<file path="src/rtl/sar_pkg.sv">
`timescale 1ns/1ps
package sar_pkg;
  typedef enum logic [2:0] {
    ST_IDLE,
    ST_ACQ,
    ST_HOLD,
    ST_GND,
    ST_SRCH
  } sar_state_e;
endpackage

</file>
<file path="src/rtl/sar_phase_seq.sv">
`timescale 1ns/1ps
module sar_phase_seq
  import sar_pkg::*;
#(
  parameter int ACQ_CYCLES = 4,
  parameter int MSB_SETTLE = 2
) (
  input  logic clk_i,
  input  logic rst_ni,
  input  logic start_i,
  input  logic last_i,
  output logic com_gnd_o,
  output logic in_conn_o,
  output logic plate_drv_o,
  output logic search_o,
  output logic busy_o,
  output logic load_o,
  output logic decide_o,
  output logic done_o
);
  localparam int CNT_MAX = (ACQ_CYCLES > MSB_SETTLE + 1) ? ACQ_CYCLES : MSB_SETTLE + 1;
  localparam int CW      = $clog2(CNT_MAX + 1);

  sar_state_e state_q;
  logic [CW-1:0] cnt_q;
  logic done_q;

  always_ff @(posedge clk_i or negedge rst_ni) begin
    if (!rst_ni) begin
      state_q <= ST_IDLE;
      cnt_q   <= '0;
      done_q  <= 1'b0;
    end else begin
      done_q <= 1'b0;
      unique case (state_q)
        ST_IDLE: if (start_i) begin
          state_q <= ST_ACQ;
          cnt_q   <= CW'(ACQ_CYCLES - 1);
        end
        ST_ACQ: begin
          if (cnt_q == '0) state_q <= ST_HOLD;
          else             cnt_q   <= cnt_q - 1'b1;
        end
        ST_HOLD: state_q <= ST_GND;
        ST_GND: begin
          state_q <= ST_SRCH;
          cnt_q   <= CW'(MSB_SETTLE + 1);
        end
        ST_SRCH: begin
          if (cnt_q != '0) cnt_q <= cnt_q - 1'b1;
          else if (last_i) begin
            state_q <= ST_IDLE;
            done_q  <= 1'b1;
          end else cnt_q <= CW'(1);
        end
        default: state_q <= ST_IDLE;
      endcase
    end
  end

  assign com_gnd_o   = (state_q == ST_ACQ);
  assign in_conn_o   = (state_q == ST_ACQ);
  assign plate_drv_o = (state_q == ST_GND) || (state_q == ST_SRCH);
  assign search_o    = (state_q == ST_SRCH);
  assign busy_o      = (state_q != ST_IDLE);
  assign load_o      = (state_q == ST_GND);
  assign decide_o    = (state_q == ST_SRCH) && (cnt_q == '0);
  assign done_o      = done_q;

  AST_BUSY_HELD: assert property (@(posedge clk_i) disable iff (!rst_ni)
    (busy_o && !(decide_o && last_i)) |=> busy_o);
  AST_DONE_ONE_CYCLE: assert property (@(posedge clk_i) disable iff (!rst_ni)
    done_o |=> !done_o);
  AST_DONE_IDLE: assert property (@(posedge clk_i) disable iff (!rst_ni)
    done_o |-> !busy_o);
  AST_HOLD_OPEN: assert property (@(posedge clk_i) disable iff (!rst_ni)
    $fell(in_conn_o) |-> (!plate_drv_o && !com_gnd_o));
  AST_BREAK_MAKE: assert property (@(posedge clk_i) disable iff (!rst_ni)
    plate_drv_o |-> (!in_conn_o && !com_gnd_o));
endmodule

</file>
<file path="src/rtl/sar_bit_reg.sv">
`timescale 1ns/1ps
module sar_bit_reg #(
  parameter int WIDTH = 12
) (
  input  logic             clk_i,
  input  logic             rst_ni,
  input  logic             load_i,
  input  logic             decide_i,
  input  logic             cmp_i,
  input  logic             search_i,
  output logic             last_o,
  output logic [WIDTH-1:0] plate_ref_o,
  output logic [WIDTH-1:0] result_o
);
  localparam logic [WIDTH-1:0] MSB_ONE = {1'b1, {(WIDTH-1){1'b0}}};

  logic [WIDTH-1:0] trial_q, mask_q, result_q;
  logic [WIDTH-1:0] trial_dec, mask_nxt;

  always_comb begin
    trial_dec = cmp_i ? trial_q : (trial_q & ~mask_q);
    mask_nxt  = mask_q >> 1;
  end

  always_ff @(posedge clk_i or negedge rst_ni) begin
    if (!rst_ni) begin
      trial_q  <= '0;
      mask_q   <= '0;
      result_q <= '0;
    end else if (load_i) begin
      trial_q <= MSB_ONE;
      mask_q  <= MSB_ONE;
    end else if (decide_i) begin
      trial_q <= trial_dec | mask_nxt;
      mask_q  <= mask_nxt;
      if (mask_q[0]) result_q <= trial_dec;
    end
  end

  assign last_o      = mask_q[0];
  assign plate_ref_o = search_i ? trial_q : '0;
  assign result_o    = result_q;

  AST_MASK_ONEHOT: assert property (@(posedge clk_i) disable iff (!rst_ni)
    $onehot0(mask_q));
  AST_LOAD_MSB: assert property (@(posedge clk_i) disable iff (!rst_ni)
    load_i |=> (trial_q == MSB_ONE));
  AST_KEEP_BIT: assert property (@(posedge clk_i) disable iff (!rst_ni)
    (decide_i && cmp_i) |=> ((trial_q & $past(mask_q)) != '0));
  AST_DROP_BIT: assert property (@(posedge clk_i) disable iff (!rst_ni)
    (decide_i && !cmp_i) |=> ((trial_q & $past(mask_q)) == '0));
endmodule

</file>
<file path="src/rtl/sar_cr_ctrl.sv">
`timescale 1ns/1ps
module sar_cr_ctrl #(
  parameter int WIDTH      = 12,
  parameter int ACQ_CYCLES = 4,
  parameter int MSB_SETTLE = 2
) (
  input  logic             clk_i,
  input  logic             rst_ni,
  input  logic             start_i,
  input  logic             cmp_i,
  output logic             com_gnd_o,
  output logic             in_conn_o,
  output logic             plate_drv_o,
  output logic [WIDTH-1:0] plate_ref_o,
  output logic             busy_o,
  output logic             done_o,
  output logic [WIDTH-1:0] result_o
);
  logic last, search, load, decide;

  sar_phase_seq #(
    .ACQ_CYCLES(ACQ_CYCLES),
    .MSB_SETTLE(MSB_SETTLE)
  ) i_seq (
    .clk_i      (clk_i),
    .rst_ni     (rst_ni),
    .start_i    (start_i),
    .last_i     (last),
    .com_gnd_o  (com_gnd_o),
    .in_conn_o  (in_conn_o),
    .plate_drv_o(plate_drv_o),
    .search_o   (search),
    .busy_o     (busy_o),
    .load_o     (load),
    .decide_o   (decide),
    .done_o     (done_o)
  );

  sar_bit_reg #(
    .WIDTH(WIDTH)
  ) i_bits (
    .clk_i      (clk_i),
    .rst_ni     (rst_ni),
    .load_i     (load),
    .decide_i   (decide),
    .cmp_i      (cmp_i),
    .search_i   (search),
    .last_o     (last),
    .plate_ref_o(plate_ref_o),
    .result_o   (result_o)
  );

  AST_ACQ_PLATES_GND: assert property (@(posedge clk_i) disable iff (!rst_ni)
    in_conn_o |-> (plate_ref_o == '0 && !plate_drv_o));
endmodule

</file>
<file path="config.mk">
export PLATFORM = sky130hd
export DESIGN_NAME = sar_cr_ctrl
export DESIGN_NICKNAME = d
export VERILOG_FILES = /design/src/rtl/sar_pkg.sv /design/src/rtl/sar_phase_seq.sv /design/src/rtl/sar_bit_reg.sv /design/src/rtl/sar_cr_ctrl.sv
export SDC_FILE = /design/constraint.sdc
export NUM_CORES = 1
export LEC_CHECK = 0
export BUFFER_PORTS_ARGS = -buffer_cell sky130_fd_sc_hd__buf_2
export CELL_PAD_IN_SITES_DETAIL_PLACEMENT = 0
export CELL_PAD_IN_SITES_GLOBAL_PLACEMENT = 1
export CORE_UTILIZATION = 42
export DETAILED_ROUTE_END_ITERATION = 8
export PLACE_DENSITY_LB_ADDON = 0.1
export SLEW_MARGIN = 20
export SYNTH_ARGS = -nofsm -noshare
export SYNTH_HDL_FRONTEND = slang
export SYNTH_SLANG_ARGS = --single-unit
</file>
<file path="constraint.sdc">
create_clock -name clk_i -period 2 [get_ports clk_i]
set_clock_uncertainty 0.1 [all_clocks]
set_input_delay 0.2 -clock clk_i [delete_from_list [all_inputs] [get_ports clk_i]]
set_output_delay 0.2 -clock clk_i [all_outputs]
set_load 0.05 [all_outputs]
</file>
==> run metrics <==
crit path cell chain buf_4, nand2_1, or2_1, nand2b_1, clkbuf_4; largest family of logic cells by synthesized area compound AO/OA/AOI/OAI gates; routed wl met2 2042 um; Cell Area, Synth 0.002076 mm^2; area delta synth->final 19.59%; Synth Area in Simple Gates 18.44%; max-slew violations 0; Placed Instance Area 0.002350 mm^2; top layer in use met4; die area 0.005227 mm^2; largest net degree at the start of global routing 34; Max IR drop VDD 0.8246 mV; Global Route Usage Sum 18.83%; DRC Markers 0; Die Y 72.30 um; Via Count 1649; core box area 0.004755 mm^2; initial drt markers 124; Post-Syn Nets 232; CP max stage delay 0.40 ns; top achievable clock speed 527.4 MHz; H-tree Lvls 2; clock latency at the later pin of the worst-skew pair 0.30 ns; FILL cells 507; # nets final 273; Die X 72.30 um; first-pass GRT wire length 7514 um; CP Launch Type flop; drt pass-1 iters 4; CTS tree done; via/cell ratio 4.922; met3 routed WL 163 um; CTS max path bufs 2; Synth Area in Compound Gates 19.47%; actual slew at the worst max-slew pin 0.7442 ns; M1 WL 2202 um; PortBufs 32; Slowest-stage cell, CP dfrtp_1; Initial Util 43.66%; count of final setup violators 0; Post-Synth Adder-Cell Area 1.206%; Seq/Total Area, Yosys 51.84%; WL final 4466 um; grt ovf 0; FP Rows 25; WL/cell 13.33 um; clk slew on worst S/H paths 0.08 ns; synth unique cells 31; power per cell area 1195 mW/mm^2; placed cell count 325; worst endpoint required time 1.70 ns; FF+latch count, synth 43; Leakage 1.148 nW; WP data arrival 1.60 ns; Rel. slew slack 50.39%; post-route cell area 0.002482 mm^2; fin cells 335; initial antenna violation count 0; number of global-route vias before repair 1516; worst hold slack 0.1592 ns; clock root buffer clkbuf_8; status finished clean; IO Pins 33; number of nets with antenna violations after routing 0; Crit Path Max Fanout 9; Post-Synth XOR/XNOR Area 0.4219%; Final Hold Fails 0; yosys warns 0; clock net sink count 43; share of cells above drive strength 1 23.88%; DPL Wire Length 3053 um; total CTS buffers 5; synthesized area per cell 9.185 um^2; worst hold path type input pin to flop; crit end category output pin; period utilization 94.80%; Tmin final 1.896 ns; cell count after synthesis 226; Max Cap Viol 0; kind of critical path flop to output pin; Final GP Congestion 0.7304; n_diodes 0; mux share of post-synthesis cell area 1.025%
Yosys cell counts:
| master | n | area, um^2 |
|---|---|---|
| nand2_1 | 45 | 168.9 |
| dfrtp_1 | 43 | 1076 |
| o21ai_0 | 27 | 135.1 |
| a21oi_1 | 23 | 115.1 |
| inv_1 | 14 | 52.55 |
| and2_1 | 13 | 81.33 |
| clkbuf_1 | 10 | 37.54 |
| a311oi_1 | 8 | 70.07 |
| nor2_1 | 6 | 22.52 |
| nor2b_1 | 6 | 37.54 |
| buf_6 | 4 | 45.04 |
| nand2b_1 | 3 | 18.77 |
| a31oi_1 | 2 | 12.51 |
| ha_1 | 2 | 25.02 |
| nand3_1 | 2 | 10.01 |
| o211ai_1 | 2 | 15.01 |
| o31ai_1 | 2 | 15.01 |
| a21boi_0 | 1 | 7.510 |
| a21o_1 | 1 | 7.510 |
| a22oi_1 | 1 | 7.510 |
| a2bb2oi_1 | 1 | 8.760 |
| buf_4 | 1 | 7.510 |
| buf_8 | 1 | 15.01 |
| mux2_2 | 1 | 11.26 |
| mux2i_1 | 1 | 10.01 |
| nor3b_2 | 1 | 12.51 |
| nor3b_4 | 1 | 18.77 |
| o21ba_2 | 1 | 10.01 |
| or2_1 | 1 | 6.260 |
| or3_1 | 1 | 6.260 |
| xor2_1 | 1 | 8.760 |
repair_timing:
action / 4_1_cts / 5_1_grt
endpoints found under the hold margin: 31 / 0
endpoints found under the setup margin: 0 / 9
hold buffers: 1 / 0
gates resized for setup: 0 / 3
buffers inserted: 0 / 1
cell usage in the layout (no fill, tap or decap), types with 2 or more instances in the layout:
cell type,synthesis,routed
a31oi_1,2,2
nand3_1,2,2
o211ai_1,2,2
nand2b_1,3,3
clkbuf_8,0,7
o31ai_1,2,2
nand2_1,45,45
nor2_1,6,6
nor2b_2,0,2
a311oi_1,8,7
o21ai_0,27,27
a21oi_1,23,23
and2_1,13,13
nor2b_1,6,4
inv_1,14,14
ha_1,2,2
buf_4,1,16
buf_2,0,31
dfrtp_1,43,43
cells by family (layout without fill, tap and decap cells):
group / Yosys count / count (layout)
and+or+nand+nor: 79 / 79
AOI/OAI and AO/OA: 69 / 69
DFF: 43 / 43
buffers and inverters: 30 / 72
adders and majority gates: 2 / 2
muxes: 2 / 2
xor gates and xnor gates: 1 / 1
layer usage:
metal  track usage (%)  up-vias
met1             26.49      764
met5                 0        -
met2             28.87       32
met3             4.444        6
met4             5.882        0
li1                  -      847
stage by stage:
stage | utilization (%) | setup TNS [ns] | total power, mW | worst slack, ns
floorplan | - | 0 | 2.083 | 0.1570
global placement | 49.42 | 0 | 2.342 | 0.2301
detailed placement | 49.42 | 0 | 2.347 | 0.2191
CTS | 51.82 | 0 | 2.976 | 0.06026
global route | 52.21 | -0.006244 | 3.151 | -0.006244
finish | 52.21 | 0 | 2.967 | 0.1040
final timing paths:
kind                                          start                   to  slack, ns  cells past startpoint
worst min register to register  i_bits.result_o[10]  i_bits.result_o[10]       0.38                      2
min in group asynchronous                    rst_ni    i_bits.trial_q[8]       0.40                      2
worst max-delay path               i_seq.state_q[1]          plate_drv_o       0.10                      5
worst max register to register       i_seq.cnt_q[0]    i_bits.trial_q[4]       0.20                      7
worst min-delay path                        start_i     i_seq.state_q[0]       0.16                      4
max in group asynchronous                    rst_ni   i_bits.result_o[9]       0.79                      3
critical path: cells and delay by family (launching register included):
family / cells / cell delay, ns
simple gates: 3 / 0.49
buf+inv: 2 / 0.41
flops: 1 / 0.40
area by class of cell:
cell class,instances,area [um^2],area share [%]
clock buffer,7,96.34,3.881
clock inverter,1,7.507,0.3024
inverter,14,52.55,2.117
multi-input combinational,153,853.3,34.37
sequential,43,1076,43.35
tap,67,83.83,3.377
timing repair buffer,50,312.8,12.60
power by group:
| group | total, mW | switching, mW | leakage (nW) | internal [mW] |
|---|---|---|---|---|
| clock network | 0.626 | 0.311 | 0.0505 | 0.314 |
| registers | 1.15 | 0.125 | 0.513 | 1.03 |
| logic | 1.19 | 0.752 | 0.585 | 0.436 |
| total | 2.97 | 1.19 | 1.15 | 1.78 |
state kept, by name (all words and copies together) (netlist names):
signal           flops
i_seq.done_o         1
i_seq.cnt_q          3
i_bits.result_o     12
i_seq.state_q        3
i_bits.trial_q      12
i_bits.mask_q       12
(Power assumes the default switching activity.)
